## src/rtl/keyed_wdog_pkg.sv

```systemverilog
package keyed_wdog_pkg;

   typedef enum logic [1:0] {
      XFER_BYTE = 2'b00,
      XFER_WORD = 2'b01,
      XFER_LONG = 2'b10
   } xfer_e;

   localparam int NUM_SEL   = 8;
   localparam int SEL_W     = $clog2(NUM_SEL);
   localparam int MAX_SHIFT = 12;

   // log2 of the division ratio selected by each clock-select code
   function automatic int sel_shift(input int code);
      case (code)
         0:       return 0;
         1:       return 2;
         2:       return 4;
         3:       return 5;
         4:       return 6;
         5:       return 8;
         6:       return 10;
         default: return 12;
      endcase
   endfunction

endpackage

```

## src/rtl/kwd_decode.sv

```systemverilog
module kwd_decode
   import keyed_wdog_pkg::*;
#(
   parameter int ADDR_W = 8,
   parameter int DATA_W = 16,
   parameter logic [ADDR_W-1:0] CNT_ADDR = 8'h84,
   parameter logic [ADDR_W-1:0] CSR_ADDR = 8'h86,
   parameter logic [DATA_W/2-1:0] CNT_KEY = 8'h5A,
   parameter logic [DATA_W/2-1:0] CSR_KEY = 8'hA5
) (
   input  logic              clk,
   input  logic              rst_n,
   input  logic              bus_sel,
   input  logic              bus_wr,
   input  logic [1:0]        bus_size,
   input  logic [ADDR_W-1:0] bus_addr,
   input  logic [DATA_W-1:0] bus_wdata,
   output logic              cnt_we,
   output logic              csr_we,
   output logic [DATA_W/2-1:0] wr_val
);
   localparam int KEY_W = DATA_W / 2;

   logic             word_wr;
   logic [KEY_W-1:0] key;

   assign key     = bus_wdata[DATA_W-1:KEY_W];
   assign wr_val  = bus_wdata[KEY_W-1:0];
   assign word_wr = bus_sel & bus_wr & (bus_size == XFER_WORD);
   assign cnt_we  = word_wr & (bus_addr == CNT_ADDR) & (key == CNT_KEY);
   assign csr_we  = word_wr & (bus_addr == CSR_ADDR) & (key == CSR_KEY);

   // non-word transfers never produce a register write strobe
   a_r1_word_only: assert property (@(posedge clk) disable iff (!rst_n)
      (bus_size != XFER_WORD) |-> !(cnt_we || csr_we));

   // the two strobes never fire together
   a_r4_one_target: assert property (@(posedge clk) disable iff (!rst_n)
      !(cnt_we && csr_we));

endmodule

```

## src/rtl/kwd_prescale.sv

```systemverilog
module kwd_prescale
   import keyed_wdog_pkg::*;
#(
   parameter int DIV_W = 12
) (
   input  logic             clk,
   input  logic             rst_n,
   input  logic             run,
   input  logic [SEL_W-1:0] cksel,
   output logic             tick
);
   logic [DIV_W-1:0]   div_q;
   logic [NUM_SEL-1:0] hit;

   always_ff @(posedge clk or negedge rst_n) begin
      if (!rst_n)    div_q <= '0;
      else if (!run) div_q <= '0;
      else           div_q <= div_q + 1'b1;
   end

   // one tap per select code: fires when the low bits of the divider are all ones
   for (genvar g = 0; g < NUM_SEL; g++) begin : g_tap
      localparam int SH = sel_shift(g);
      if (SH == 0) begin : g_direct
         assign hit[g] = 1'b1;
      end else begin : g_masked
         assign hit[g] = &div_q[SH-1:0];
      end
   end

   assign tick = run & hit[cksel];

   // the divider restarts from zero after every idle cycle
   a_r7_div_restart: assert property (@(posedge clk) disable iff (!rst_n)
      !run |=> (div_q == '0));

endmodule

```

## src/rtl/kwd_core.sv

```systemverilog
module kwd_core
   import keyed_wdog_pkg::*;
#(
   parameter int CNT_W = 8
) (
   input  logic             clk,
   input  logic             rst_n,
   input  logic             cnt_we,
   input  logic             csr_we,
   input  logic [CNT_W-1:0] wr_val,
   input  logic             tick,
   output logic [CNT_W-1:0] cnt_q,
   output logic [CNT_W-1:0] csr_q,
   output logic             run,
   output logic [SEL_W-1:0] cksel,
   output logic             ovf_pulse
);
   localparam int EN_BIT   = CNT_W - 1;
   localparam int FLAG_BIT = CNT_W - 2;

   logic             wrap;
   logic [CNT_W-1:0] csr_nx;

   assign run   = csr_q[EN_BIT];
   assign cksel = csr_q[SEL_W-1:0];
   assign wrap  = tick & ~cnt_we & (cnt_q == '1);

   always_comb begin
      csr_nx = csr_q;
      if (csr_we) begin
         csr_nx = wr_val;
         csr_nx[FLAG_BIT] = csr_q[FLAG_BIT] & wr_val[FLAG_BIT];
         if (csr_q[EN_BIT]) csr_nx[SEL_W-1:0] = csr_q[SEL_W-1:0];
      end
      if (wrap) csr_nx[FLAG_BIT] = 1'b1;
   end

   always_ff @(posedge clk or negedge rst_n) begin
      if (!rst_n) begin
         cnt_q     <= '0;
         csr_q     <= '0;
         ovf_pulse <= 1'b0;
      end else begin
         if (cnt_we)    cnt_q <= wr_val;
         else if (tick) cnt_q <= cnt_q + 1'b1;
         csr_q     <= csr_nx;
         ovf_pulse <= wrap;
      end
   end

   // the overflow pulse lasts a single cycle
   a_r8_pulse_single: assert property (@(posedge clk) disable iff (!rst_n)
      ovf_pulse |=> !ovf_pulse);

   // the flag is up whenever the pulse is
   a_r8_flag_with_pulse: assert property (@(posedge clk) disable iff (!rst_n)
      ovf_pulse |-> csr_q[FLAG_BIT]);

   // an idle counter holds unless it is written
   a_r7_hold_idle: assert property (@(posedge clk) disable iff (!rst_n)
      (!run && !cnt_we) |=> (cnt_q == $past(cnt_q)));

   // no count strobe arrives while disabled
   a_r7_no_tick_idle: assert property (@(posedge clk) disable iff (!rst_n)
      !run |-> !tick);

   // the select field is frozen while running
   a_r6_sel_locked: assert property (@(posedge clk) disable iff (!rst_n)
      run |=> (cksel == $past(cksel)));

   // an accepted counter write lands next cycle
   a_r2_load: assert property (@(posedge clk) disable iff (!rst_n)
      cnt_we |=> (cnt_q == $past(wr_val)));

endmodule

```

## src/rtl/keyed_wdog.sv

```systemverilog
module keyed_wdog
   import keyed_wdog_pkg::*;
#(
   parameter int ADDR_W = 8,
   parameter int DATA_W = 16,
   parameter int DIV_W  = 12,
   parameter logic [ADDR_W-1:0] CNT_ADDR = 8'h84,
   parameter logic [ADDR_W-1:0] CSR_ADDR = 8'h86,
   parameter logic [DATA_W/2-1:0] CNT_KEY = 8'h5A,
   parameter logic [DATA_W/2-1:0] CSR_KEY = 8'hA5
) (
   input  logic              clk,
   input  logic              rst_n,
   input  logic              bus_sel,
   input  logic              bus_wr,
   input  logic [1:0]        bus_size,
   input  logic [ADDR_W-1:0] bus_addr,
   input  logic [DATA_W-1:0] bus_wdata,
   output logic [DATA_W-1:0] bus_rdata,
   output logic              ovf_pulse
);
   localparam int KEY_W = DATA_W / 2;
   localparam int CNT_W = KEY_W;
   localparam int PAD_W = DATA_W - CNT_W;

   if (DATA_W % 2 != 0) begin : g_chk_even
      $error("keyed_wdog: DATA_W must be even");
   end
   if (CNT_W < SEL_W + 2) begin : g_chk_cnt
      $error("keyed_wdog: register too narrow for enable, flag and select");
   end
   if (DIV_W < MAX_SHIFT) begin : g_chk_div
      $error("keyed_wdog: DIV_W too small for the largest ratio");
   end
   if (CNT_ADDR == CSR_ADDR) begin : g_chk_addr
      $error("keyed_wdog: register offsets must differ");
   end

   logic             cnt_we, csr_we, run, tick;
   logic [CNT_W-1:0] wr_val, cnt_q, csr_q;
   logic [SEL_W-1:0] cksel;
   logic             rd;

   kwd_decode #(
      .ADDR_W(ADDR_W), .DATA_W(DATA_W),
      .CNT_ADDR(CNT_ADDR), .CSR_ADDR(CSR_ADDR),
      .CNT_KEY(CNT_KEY), .CSR_KEY(CSR_KEY)
   ) i_decode (
      .clk(clk), .rst_n(rst_n),
      .bus_sel(bus_sel), .bus_wr(bus_wr), .bus_size(bus_size),
      .bus_addr(bus_addr), .bus_wdata(bus_wdata),
      .cnt_we(cnt_we), .csr_we(csr_we), .wr_val(wr_val)
   );

   kwd_prescale #(.DIV_W(DIV_W)) i_prescale (
      .clk(clk), .rst_n(rst_n), .run(run), .cksel(cksel), .tick(tick)
   );

   kwd_core #(.CNT_W(CNT_W)) i_core (
      .clk(clk), .rst_n(rst_n),
      .cnt_we(cnt_we), .csr_we(csr_we), .wr_val(wr_val), .tick(tick),
      .cnt_q(cnt_q), .csr_q(csr_q), .run(run), .cksel(cksel),
      .ovf_pulse(ovf_pulse)
   );

   assign rd = bus_sel & ~bus_wr;

   always_comb begin
      bus_rdata = '0;
      if (rd && bus_addr == CNT_ADDR)      bus_rdata = {{PAD_W{1'b0}}, cnt_q};
      else if (rd && bus_addr == CSR_ADDR) bus_rdata = {{PAD_W{1'b0}}, csr_q};
   end

   // the upper half of read data is always zero
   a_r10_upper_zero: assert property (@(posedge clk) disable iff (!rst_n)
      bus_rdata[DATA_W-1:CNT_W] == '0);

endmodule

```

## config.mk

```make
export PLATFORM = sky130hd
export DESIGN_NAME = keyed_wdog
export DESIGN_NICKNAME = d
export VERILOG_FILES = /design/src/rtl/keyed_wdog_pkg.sv /design/src/rtl/kwd_decode.sv /design/src/rtl/kwd_prescale.sv /design/src/rtl/kwd_core.sv /design/src/rtl/keyed_wdog.sv
export SDC_FILE = /design/constraint.sdc
export NUM_CORES = 1
export LEC_CHECK = 0
export BUFFER_PORTS_ARGS = -buffer_cell sky130_fd_sc_hd__buf_2
export CAP_MARGIN = 30
export CORE_MARGIN = 1.5
export CORE_UTILIZATION = 52
export DETAILED_ROUTE_END_ITERATION = 8
export GPL_TIMING_DRIVEN = 1
export PLACE_DENSITY = 0.81
export SYNTH_ARGS = -nofsm -noshare
export SYNTH_HDL_FRONTEND = slang
export SYNTH_SLANG_ARGS = --single-unit
export TNS_END_PERCENT = 100
```

## constraint.sdc

```tcl
create_clock -name clk -period 2.8 [get_ports clk]
set_input_delay 0.28 -clock clk [delete_from_list [all_inputs] [get_ports clk]]
set_output_delay 0.28 -clock clk [all_outputs]
set_load 0.01 [all_outputs]
```

==> results of run 1 <==
## placed cells by master, fill, tap and decap left out, types with 3 or more instances in the layout
master	netlist	routed
a21boi_0	3	3
a31oi_1	6	6
and2_1	13	13
and3_1	3	3
buf_2	3	38
buf_4	8	3
clkbuf_4	0	5
conb_1	1	8
dfrtp_1	29	29
ha_1	3	3
mux2_2	7	7
mux2i_1	9	9
nand2_1	7	7
nand3_1	6	6
nand4_1	5	5
nor2_1	17	17
nor3b_1	3	3
o211ai_1	4	4
o21ai_0	6	6
o31ai_1	4	4
or4_1	3	3
xnor2_1	5	5
## logic make-up (layout without fill, tap and decap cells)
kind of cell | Yosys count | count (layout) | share of synthesized area
compound gates | 29 | 29 | 0.1153
xor+xnor | 7 | 7 | 0.03488
fa+ha+maj | 3 | 3 | 0.02135
buf+inv | 15 | 51 | 0.05125
flops | 29 | 29 | 0.4128
mux | 16 | 16 | 0.09609
other cells | 1 | 8 | 0.002133
simple gates | 77 | 77 | 0.2662
## metrics by stage
stage	instance area (um^2)	power (mW)	utilization	cells	setup WS, ns
after floorplan	1784	0.4540	-	184	0.6998
after global placement	1969	0.4759	0.6296	256	0.5235
after detailed placement	1969	0.4766	0.6296	256	0.4703
after CTS	2034	0.7306	0.6504	264	0.4200
after global routing	2034	0.7552	0.6504	264	0.2803
final	2034	0.7253	0.6504	264	0.4053
## power groups by stage
stage	clock network, mW	logic, mW	registers (mW)
floorplan	0	0.0268	0.427
global placement	0	0.0488	0.427
detailed placement	0	0.0495	0.427
CTS	0.261	0.0507	0.419
global route	0.279	0.0575	0.419
finish	0.257	0.0500	0.419
## path summary, 6_finish.rpt
kind                                     start                   to  slack [ns]
setup / recovery           i_prescale.div_q[0]      i_core.cnt_q[6]        0.41
hold / removal                    bus_wdata[3]      i_core.csr_q[3]        0.19
setup reg to reg           i_prescale.div_q[0]      i_core.cnt_q[6]        0.41
hold reg to reg            i_prescale.div_q[0]  i_prescale.div_q[0]        0.48
max in group asynchronous                rst_n      i_core.csr_q[1]        1.90
min in group asynchronous                rst_n     i_core.ovf_pulse        0.49
## routing by layer
layer,track usage,vias up
met3,0.06513,6
met2,0.3480,57
met5,0,-
met4,0.08385,0
li1,-,726
met1,0.2842,693
## final cells by class
class                   instances  area [um^2]
clock buffers                   7        55.05
fillers                       255         1094
inverters                       2        7.507
multi-input cells             140        968.4
flip-flops and latches         29        725.7
well taps                      44        55.05
repair buffers                 42        222.7
## critical path, cell delays in order (launching register included)
cell and delay, ns:
dfrtp_1 0.38, ha_1 0.23, and3_4 0.23, ha_1 0.15, nor3b_1 0.06, o41a_1 0.59
or4_1 0.52, a31oi_1 0.17
## state kept, by name (all words and copies together) (netlist names)
name              flops
i_prescale.div_q     12
i_core.ovf_pulse      1
i_core.csr_q          8
i_core.cnt_q          8
## synthesized netlist by cell type (all sizes together)
master	count	share of area
a21boi	3	0.013
a21oi	1	0.0028
a221o	1	0.0057
a221oi	1	0.0050
a31oi	6	0.021
and2	13	0.046
and3	4	0.017
and3b	1	0.0050
and4	1	0.0057
and4b	1	0.0057
buf	11	0.043
clkbuf	2	0.0043
conb	1	0.0021
dfrtp	29	0.41
ha	3	0.021
inv	2	0.0043
mux2	7	0.045
mux2i	9	0.051
nand2	7	0.015
nand2b	1	0.0036
nand3	7	0.027
nand3b	1	0.0043
nand4	5	0.018
nand4b	1	0.0050
nand4bb	1	0.0064
nor2	17	0.036
nor2b	2	0.0071
nor3	1	0.0028
nor3b	3	0.013
nor4	1	0.0036
nor4b	1	0.0050
nor4bb	2	0.011
o211ai	4	0.017
o21ai	6	0.017
o31ai	4	0.017
o41a	1	0.0064
o41ai	2	0.010
or3	4	0.016
or4	3	0.013
xnor2	5	0.025
xor2	2	0.010
==> results.yml, run 1 <==
run_status:
  status: "finished, final reports clean"
critical_path:
  worst_ep_arrival_time_ns: 2.66
  end_kind: "flip-flop"
  r2r_cells: 7
  worst_ep_required_time_ns: 3.06
  crit_fanout: 13
  cp-start-kind: "flip-flop"
  critPathKind: "flip-flop to flip-flop"
sta:
  tightest_slew_ns: 0.6204
  fmax_ghz: 0.4176
  slew_headroom: 0.5864
  finalSetupTns_ns: 0
  rsz0062_at_grt: "false"
  final-hold-violation-count: 0
  post-route-period-util: 0.8553
  hold_ws_ns: 0.1917
  setup_viol: 0
  slew_viol_final: 0
  fin_crit_ns: 2.395
  fin_skew_ns: 0.005545
global_routing:
  track_usage: 0.2194
  grt_pass1_wl_mm: 5.851
  grt_overflow: 0
  antenna_found_initial: 0
  grt_max_degree: 30
  grt_pass1_vias: 1370
clock_network:
  clkLatencyLatePin_ns: 0.33
  numCtsBuffers: 5
  postCtsSetupRepairBufs: 0
  cts_resized: 0
  cts_tree: "done"
  ctsHoldBuffers: 1
  path_clk_slew_ns: 0.09
  cts_buffer_depth: 2
  cts_sinks: 29
  htreeDepth: 2
  root_buffer: "clkbuf_4"
placed_design:
  gp_congestion: 0.7991
  dp_hpwl_mm: 2.653
  io_buffers: 38
synth:
  syn_inst: 177
  ys_types: 45
  syn_avg_cell_area_um2: 9.932
  synth_area_um2: 1758
  ys.warnings.count: 0
  yosysSeqAreaShare: 0.4128
  ys_seq_elements: 29
routing:
  via_per_inst: 5.614
  post_drt_wl_per_cell_um: 13.69
  drt-met1-wl_mm: 1.724
  dr_total_vias: 1482
  drt_first_iter_violations: 64
  wl_mm: 3.613
  drc: 0
  firstDrtPassIters: 4
  drtAntennaViolNets: 0
  dr_wl_met2_mm: 1.562
  wl_met3_um: 269
  highest_layer: "met4"
pwr:
  ir_drop_uv: 301.2
  p_per_area_nw_per_um2: 356.5
  p_sw_frac: 0.2276
  intPower_mw: 0.5603
  p_leak_nw: 1.006
  pwr-share-comb: 0.069
  p_switching_mw: 0.1651
  pwr-share-seq: 0.577
  clock_power_share: 0.354
floorplan:
  initial_utilization: 0.5620
  core_area_um2: 3128
  io_pins: 47
  die_w_um: 61.15
  dieArea_um2: 3739
  num_rows: 20
  die_h_um: 61.15
min_path:
  hold_path_class: "input pin to flip-flop"
  min_path_cells: 2
final_layout:
  drive_gt1_frac: 0.2682
  final_nets: 253
  insertedDiodeCount: 0
  layout-area-overhead-vs-synth_pct: 15.73
run:
  drv_cap: 0
Power figures use the tool's default switching activity.
==> inputs of run 2 (changes only) <==
--- a/config.mk
+++ b/config.mk
@@ -10,7 +10,7 @@
 export CORE_MARGIN = 1.5
 export CORE_UTILIZATION = 52
 export DETAILED_ROUTE_END_ITERATION = 8
-export GPL_TIMING_DRIVEN = 1
+export GPL_TIMING_DRIVEN = 0
 export PLACE_DENSITY = 0.81
 export SYNTH_ARGS = -nofsm -noshare
 export SYNTH_HDL_FRONTEND = slang
==> run 2 against run 1 <==
  * Clock skew rose by 0.0054 ns
  * Via count rose by 2.6%
  * Non-clock buffer count up 9
  * Register-to-register slack improved by 0.07 ns
  * Total power grew 5.9%
  * Critical path depth increased by 1
  * Core utilization up 2.2 points
  * Hold slack better by 0.014 ns
  * Final area up 3.4%
  * Cell count grew 3.8%
  * Largest cell class unchanged
==> results.yml, run 2 (same netlist as run 1, synthesis figures left out) <==
run_status:
  status: "finished, final reports clean"
sta:
  hold_ws_ns: 0.2053
  post-route-period-util: 0.8288
  fin_crit_ns: 2.321
  rsz0062_at_grt: "false"
  fin_skew_ns: 0.01093
  setup_viol: 0
  tightest_slew_ns: 0.7482
  finalSetupTns_ns: 0
  final-hold-violation-count: 0
  slew_viol_final: 0
  slew_headroom: 0.4947
  fmax_ghz: 0.4309
final_layout:
  seqCellArea_um2: 725.7
  fin_cells: 274
  layout.cells.most_common_list: "buf_2 (40), dfrtp_1 (29), nor2_1 (17)"
  largest_register_ffs: 12
  top_register: "i_prescale.div_q"
  post-route-util: 0.6728
  reg_top3: "i_prescale.div_q: 12 flops, i_core.cnt_q: 8 flops, i_core.csr_q: 8 flops"
  final_nets: 262
  insertedDiodeCount: 0
  multiInputGateArea_um2: 968.4
  drive_gt1_frac: 0.2957
  layout-area-overhead-vs-synth_pct: 19.72
  fillerInstances: 268
  layout_commonest_cell: "buf_2"
pwr:
  p_leak_nw: 1.056
  p_per_area_nw_per_um2: 365.0
  ir_drop_uv: 306.5
  p_total_mw: 0.7681
placed_design:
  place_inst: 265
  dp_hpwl_mm: 2.831
  gp_congestion: 0.8784
  io_buffers: 37
clock_network:
  postCtsSetupRepairBufs: 0
  cts_tree: "done"
  root_buffer: "clkbuf_4"
  htreeDepth: 2
  clkLatencyLatePin_ns: 0.32
  cts_buffer_depth: 2
  numCtsBuffers: 5
  cts_sinks: 29
  path_clk_slew_ns: 0.09
critical_path:
  reg2reg_slack_ns: 0.48
  crit_cells: 8
  path_cells: "ha_1, and3_4, ha_1, nor3b_1, o41a_1, buf_2, o41ai_1, a31oi_1"
  crit_end: "i_core.cnt_q[5]"
  worst_ep_arrival_time_ns: 2.50
  end_kind: "flip-flop"
  crit_fanout: 10
  r2r_cells: 8
  critPathKind: "flip-flop to flip-flop"
  worst_ep_required_time_ns: 2.98
  critPathTopFamily: "compound AO/OA/AOI/OAI gates"
  critPathMaxStageDelay_ns: 0.49
  cpMostUsedCell: "ha_1"
  cp_num_buf_inv: 1
  crit_start: "i_prescale.div_q[0]"
  cp-start-kind: "flip-flop"
  r2r-end: "i_core.cnt_q[5]"
  r2r-start: "i_prescale.div_q[0]"
  cpMaxStageDelayCell: "o41a_1"
routing:
  drc: 0
  firstDrtPassIters: 4
  drt_first_iter_violations: 55
  via_per_inst: 5.547
  post_drt_wl_per_cell_um: 13.76
  dr_total_vias: 1520
  wl_mm: 3.769
  drtAntennaViolNets: 0
min_path:
  hold_path_class: "input pin to flip-flop"
floorplan:
  num_rows: 20
  dieArea_um2: 3739
  die_w_um: 61.15
  die_h_um: 61.15
  initial_utilization: 0.5620
  io_pins: 47
  core_area_um2: 3128
global_routing:
  globalRouteMet2Util: 0.3587
  track_usage: 0.2227
  use_met3: 0.05042
  grt_overflow: 0
  antenna_found_initial: 0
  grt_pass1_wl_mm: 6.072
  grt_max_degree: 30
  top_usage_layer: "met2"
  use_met1: 0.2933
  grt_pass1_vias: 1409
run:
  drv_cap: 0
## run 2: worst min path at each step
| stage | from | endpoint | slack [ns] | cells after the start |
|---|---|---|---|---|
| 2_1_floorplan | rst_n | i_core.cnt_q[0] | -0.02 | 0 |
| 3_3_place_gp | rst_n | i_core.cnt_q[6] | 0.34 | 1 |
| 3_5_place_dp | rst_n | i_core.cnt_q[6] | 0.34 | 1 |
| 4_1_cts | bus_wdata[7] | i_core.cnt_q[7] | 0.20 | 3 |
| 5_1_grt | bus_wdata[3] | i_core.csr_q[3] | 0.21 | 2 |
| 6_report | bus_wdata[7] | i_core.cnt_q[7] | 0.21 | 3 |
## run 2: metrics by stage
stage	instance area [um^2]	setup WS (ns)
2_1_floorplan	1784	0.6998
3_3_place_gp	2024	0.5318
3_5_place_dp	2024	0.5046
4_1_cts	2105	0.4754
5_1_grt	2105	0.3337
6_report	2105	0.4793
## run 2: repair_timing
| item | in CTS | in global routing |
|---|---|---|
| resized for setup | 0 | 0 |
| hold buffers | 1 | 0 |
| hold endpoints to repair | 29 | 0 |
## run 2: area by class of cell
class / instances / share of cell area
clock buffer: 7 / 0.03092
clock inverter: 1 / 0.002378
sequential: 29 / 0.3448
timing repair buffer: 38 / 0.09275
buffer: 13 / 0.03924
inverter: 2 / 0.003567
tap: 44 / 0.02616
multi-input combinational: 140 / 0.4602
## run 2: routing by layer
| metal | vias to the layer above | share of wire |
|---|---|---|
| met4 | 0 | 0.017 |
| met1 | 693 | 0.46 |
| met3 | 7 | 0.088 |
| li1 | 744 | - |
| met2 | 76 | 0.44 |
| met5 | - | 0 |
## run 2: tightest hold or removal path: stages
cell,delay [ns]
buf_2,0.09
nand2_1,0.05
nand4_1,0.07
## run 2: power breakdown
part,internal (mW),switching [mW],total [mW]
Sequential,0.419,0.000223,0.419
Combinational,0.0307,0.0287,0.0594
Clock,0.145,0.144,0.290
==> inputs of run 3 (changes only) <==
--- a/config.mk
+++ b/config.mk
@@ -5,13 +5,14 @@
 export SDC_FILE = /design/constraint.sdc
 export NUM_CORES = 1
 export LEC_CHECK = 0
+export ABC_AREA = 1
 export BUFFER_PORTS_ARGS = -buffer_cell sky130_fd_sc_hd__buf_2
 export CAP_MARGIN = 30
 export CORE_MARGIN = 1.5
-export CORE_UTILIZATION = 52
+export CORE_UTILIZATION = 49
 export DETAILED_ROUTE_END_ITERATION = 8
 export GPL_TIMING_DRIVEN = 0
-export PLACE_DENSITY = 0.81
+export PLACE_DENSITY = 0.79
 export SYNTH_ARGS = -nofsm -noshare
 export SYNTH_HDL_FRONTEND = slang
 export SYNTH_SLANG_ARGS = --single-unit
==> constraint.sdc (replaced) <==
create_clock -name clk -period 2 [get_ports clk]
set_input_delay 0.2 -clock clk [delete_from_list [all_inputs] [get_ports clk]]
set_output_delay 0.2 -clock clk [all_outputs]
set_load 0.01 [all_outputs]
==> run 3 against run 2 <==
  * Largest power group is now the clock network
  * Critical path type unchanged
  * Fmax increased by 29%
  * Hold slack got worse by 0.048 ns
  * Total power increased by 72%
  * Critical endpoint is now i_core.cnt_q[0]
  * Global-route usage increased by 0.95 points
  * Routed wire length increased by 22%
  * Final area increased by 15%
  * Synthesized area increased by 14%
  * Via count increased by 29%
  * Flip-flop and latch count unchanged
==> results.yml, run 3 <==
final_layout:
  layout-area-overhead-vs-synth_pct: 20.88
  layout_commonest_cell: "nand2_1"
  drive_gt1_frac: 0.2149
  post-route-util: 0.6074
  largest_register_ffs: 12
  final_nets: 381
  fin_cells: 399
  insertedDiodeCount: 0
  fin_area_um2: 2412
  top_register: "i_prescale.div_q"
  layout.cells.most_common_list: "nand2_1 (102), buf_2 (39), inv_1 (35)"
  reg_top3: "i_prescale.div_q: 12 flops, i_core.cnt_q: 8 flops, i_core.csr_q: 8 flops"
critical_path:
  worst_ep_required_time_ns: 2.18
  cp-start-kind: "flip-flop"
  r2r-end: "i_core.cnt_q[0]"
  cp_num_buf_inv: 0
  critPathKind: "flip-flop to flip-flop"
  crit_fanout: 8
  worst_ep_arrival_time_ns: 1.98
  end_kind: "flip-flop"
  reg2reg_slack_ns: 0.20
  crit_start: "i_prescale.div_q[0]"
  crit_cells: 12
  critPathTopFamily: "simple AND/OR/NAND/NOR gates"
  crit_end: "i_core.cnt_q[0]"
  cpMostUsedCell: "nand2_1"
  r2r_cells: 12
  path_cells: "ha_1, nand2_1, nor2_1, ha_1, nor2_1, nand2_1, a21oi_1, nor2_2, nand2_2, nand2_4, nand2_1, nand2_1"
  cpMaxStageDelayCell: "dfrtp_1"
  r2r-start: "i_prescale.div_q[0]"
  critPathMaxStageDelay_ns: 0.40
sta:
  fin_skew_ns: 0.004267
  final-hold-violation-count: 0
  slew_viol_final: 0
  tightest_slew_ns: 0.6704
  post-route-period-util: 0.9004
  rsz0062_at_grt: "false"
  slew_headroom: 0.5530
  fin_crit_ns: 1.801
  fmax_ghz: 0.5553
  finalSetupTns_ns: 0
  setup_viol: 0
placed_design:
  place_inst: 389
  gp_congestion: 0.8899
  io_buffers: 38
  dpl_cell_area_um2: 2275
  dp_hpwl_mm: 3.421
clock_network:
  cts_sinks: 29
  numCtsBuffers: 5
  path_clk_slew_ns: 0.07
  htreeDepth: 2
  root_buffer: "clkbuf_8"
  cts_tree: "done"
  cts_buffer_depth: 2
  clkLatencyLatePin_ns: 0.29
synth:
  synth_edf_count: 0
  yosysTopAreaCell: "dfrtp_1"
  ys.warnings.count: 0
  synthArstFlopShare: 1.000
  syn_avg_cell_area_um2: 6.788
  synth_top_area_frac: 0.3636
  yosys-top-cells-area: "dfrtp_1 (36%), nand2_1 (19%), nand3_1 (8.5%)"
  yosysSeqAreaShare: 0.3636
  ys_seq_elements: 29
  yosysMostFrequentCell: "nand2_1"
  synth_flop_cell: "dfrtp_1"
  netlist_top_cells_count: "nand2_1 (101), inv_1 (35), nand3_1 (34), dfrtp_1 (29), nor2_1 (29)"
  syn_inst: 294
  synth_area_um2: 1996
  ys_types: 30
floorplan:
  num_rows: 23
  die_w_um: 66.82
  die_h_um: 66.82
  core_area_um2: 3971
  initial_utilization: 0.5025
  dieArea_um2: 4465
  io_pins: 47
global_routing:
  grt_pass1_vias: 1857
  antenna_found_initial: 0
  track_usage: 0.2321
  grt_overflow: 0
  grt_max_degree: 30
  grt_pass1_wl_mm: 7.838
routing:
  post_drt_wl_per_cell_um: 11.53
  drc: 0
  dr_total_vias: 1958
  drtAntennaViolNets: 0
  wl_mm: 4.601
  drt_first_iter_violations: 78
  via_per_inst: 4.907
  firstDrtPassIters: 4
run:
  drv_cap: 0
pwr:
  p_sw_frac: 0.2175
  p_switching_mw: 0.2868
  pwr-share-seq: 0.445
  p_total_mw: 1.319
  clock_power_share: 0.485
  p_leak_nw: 1.343
  intPower_mw: 1.032
  pwr-share-comb: 0.070
  p_per_area_nw_per_um2: 546.8
  ir_drop_uv: 453.1
run_status:
  status: "finished, final reports clean"
min_path:
  hold_path_class: "input pin to flip-flop"
## run 3: cell count changes in the layout (fill, tap and decap cells not counted), moves of 6 or more
cell | before | now
nand2_1 | 7 | 102
inv_1 | 2 | 35
nand3_1 | 6 | 34
and2_1 | 13 | 0
nor2_1 | 17 | 28
mux2i_1 | 9 | 0
mux2_2 | 7 | 0
a31oi_1 | 6 | 0
nand2_2 | 0 | 6
o21ai_1 | 0 | 6
## run 3: worst min-delay path by stage
stage | from | slack [ns] | cells past startpoint | endpoint
finish | bus_wdata[0] | 0.16 | 3 | i_core.csr_q[0]
global placement | rst_n | 0.26 | 1 | i_prescale.div_q[3]
CTS | bus_wdata[0] | 0.16 | 3 | i_core.csr_q[0]
global route | bus_wdata[3] | 0.17 | 3 | i_core.csr_q[3]
detailed placement | rst_n | 0.27 | 1 | i_prescale.div_q[3]
floorplan | rst_n | -0.1 | 0 | i_core.cnt_q[0]
## run 3: timing repair
action	CTS	global route
setup buffers	0	0
endpoints found under the hold margin	29	0
endpoints found under the setup margin	0	8
resized for setup	0	2
hold buffers	1	0
## run 3: metal layers
layer / vias to the layer above / wire length [um] / GRT usage
met2: 41 / 2249 / 0.4113
met4: 0 / 73 / 0.07398
li1: 1014 / - / -
met1: 894 / 2068 / 0.2766
met5: - / 0 / 0
met3: 9 / 209 / 0.05236
## run 3: logic make-up after synthesis
family                   count (synthesis)  synth area share
adder cells (fa/ha/maj)                  3           0.01881
XOR/XNOR                                 6           0.02633
AO/OA/AOI/OAI                           18           0.04953
flip-flops                              29            0.3636
AND/OR/NAND/NOR                        189            0.4301
other                                    1          0.001879
buffers and inverters                   48            0.1097
## run 3: layout make-up
class | instances | area, um^2
clock inverters | 1 | 30.03
inverters | 37 | 138.9
multi-input cells | 225 | 1089
plain buffers | 11 | 80.08
well taps | 50 | 62.56
repair buffers | 39 | 200.2
clock buffers | 7 | 86.33
flip-flops and latches | 29 | 725.7
fillers | 378 | 1559
## run 3: per-stage QoR
stage / setup WS, ns / hold slack [ns]
floorplan: 0.3597 / -0.09559
detailed placement: 0.1331 / 0.2685
global placement: 0.1537 / 0.2562
global route: 0.007765 / 0.1662
CTS: 0.1199 / 0.1559
finish: 0.1993 / 0.1569
## run 3: worst min-delay path: stages
cell	delay (ns)
buf_2	0.10
inv_1	0.04
o21ai_1	0.05
## run 3: power groups by stage
stage	logic [mW]	clock network (mW)	registers, mW
floorplan	0.0432	0	0.598
global placement	0.0892	0	0.598
detailed placement	0.0921	0	0.598
CTS	0.0936	0.647	0.587
global route	0.107	0.664	0.586
finish	0.0929	0.640	0.587
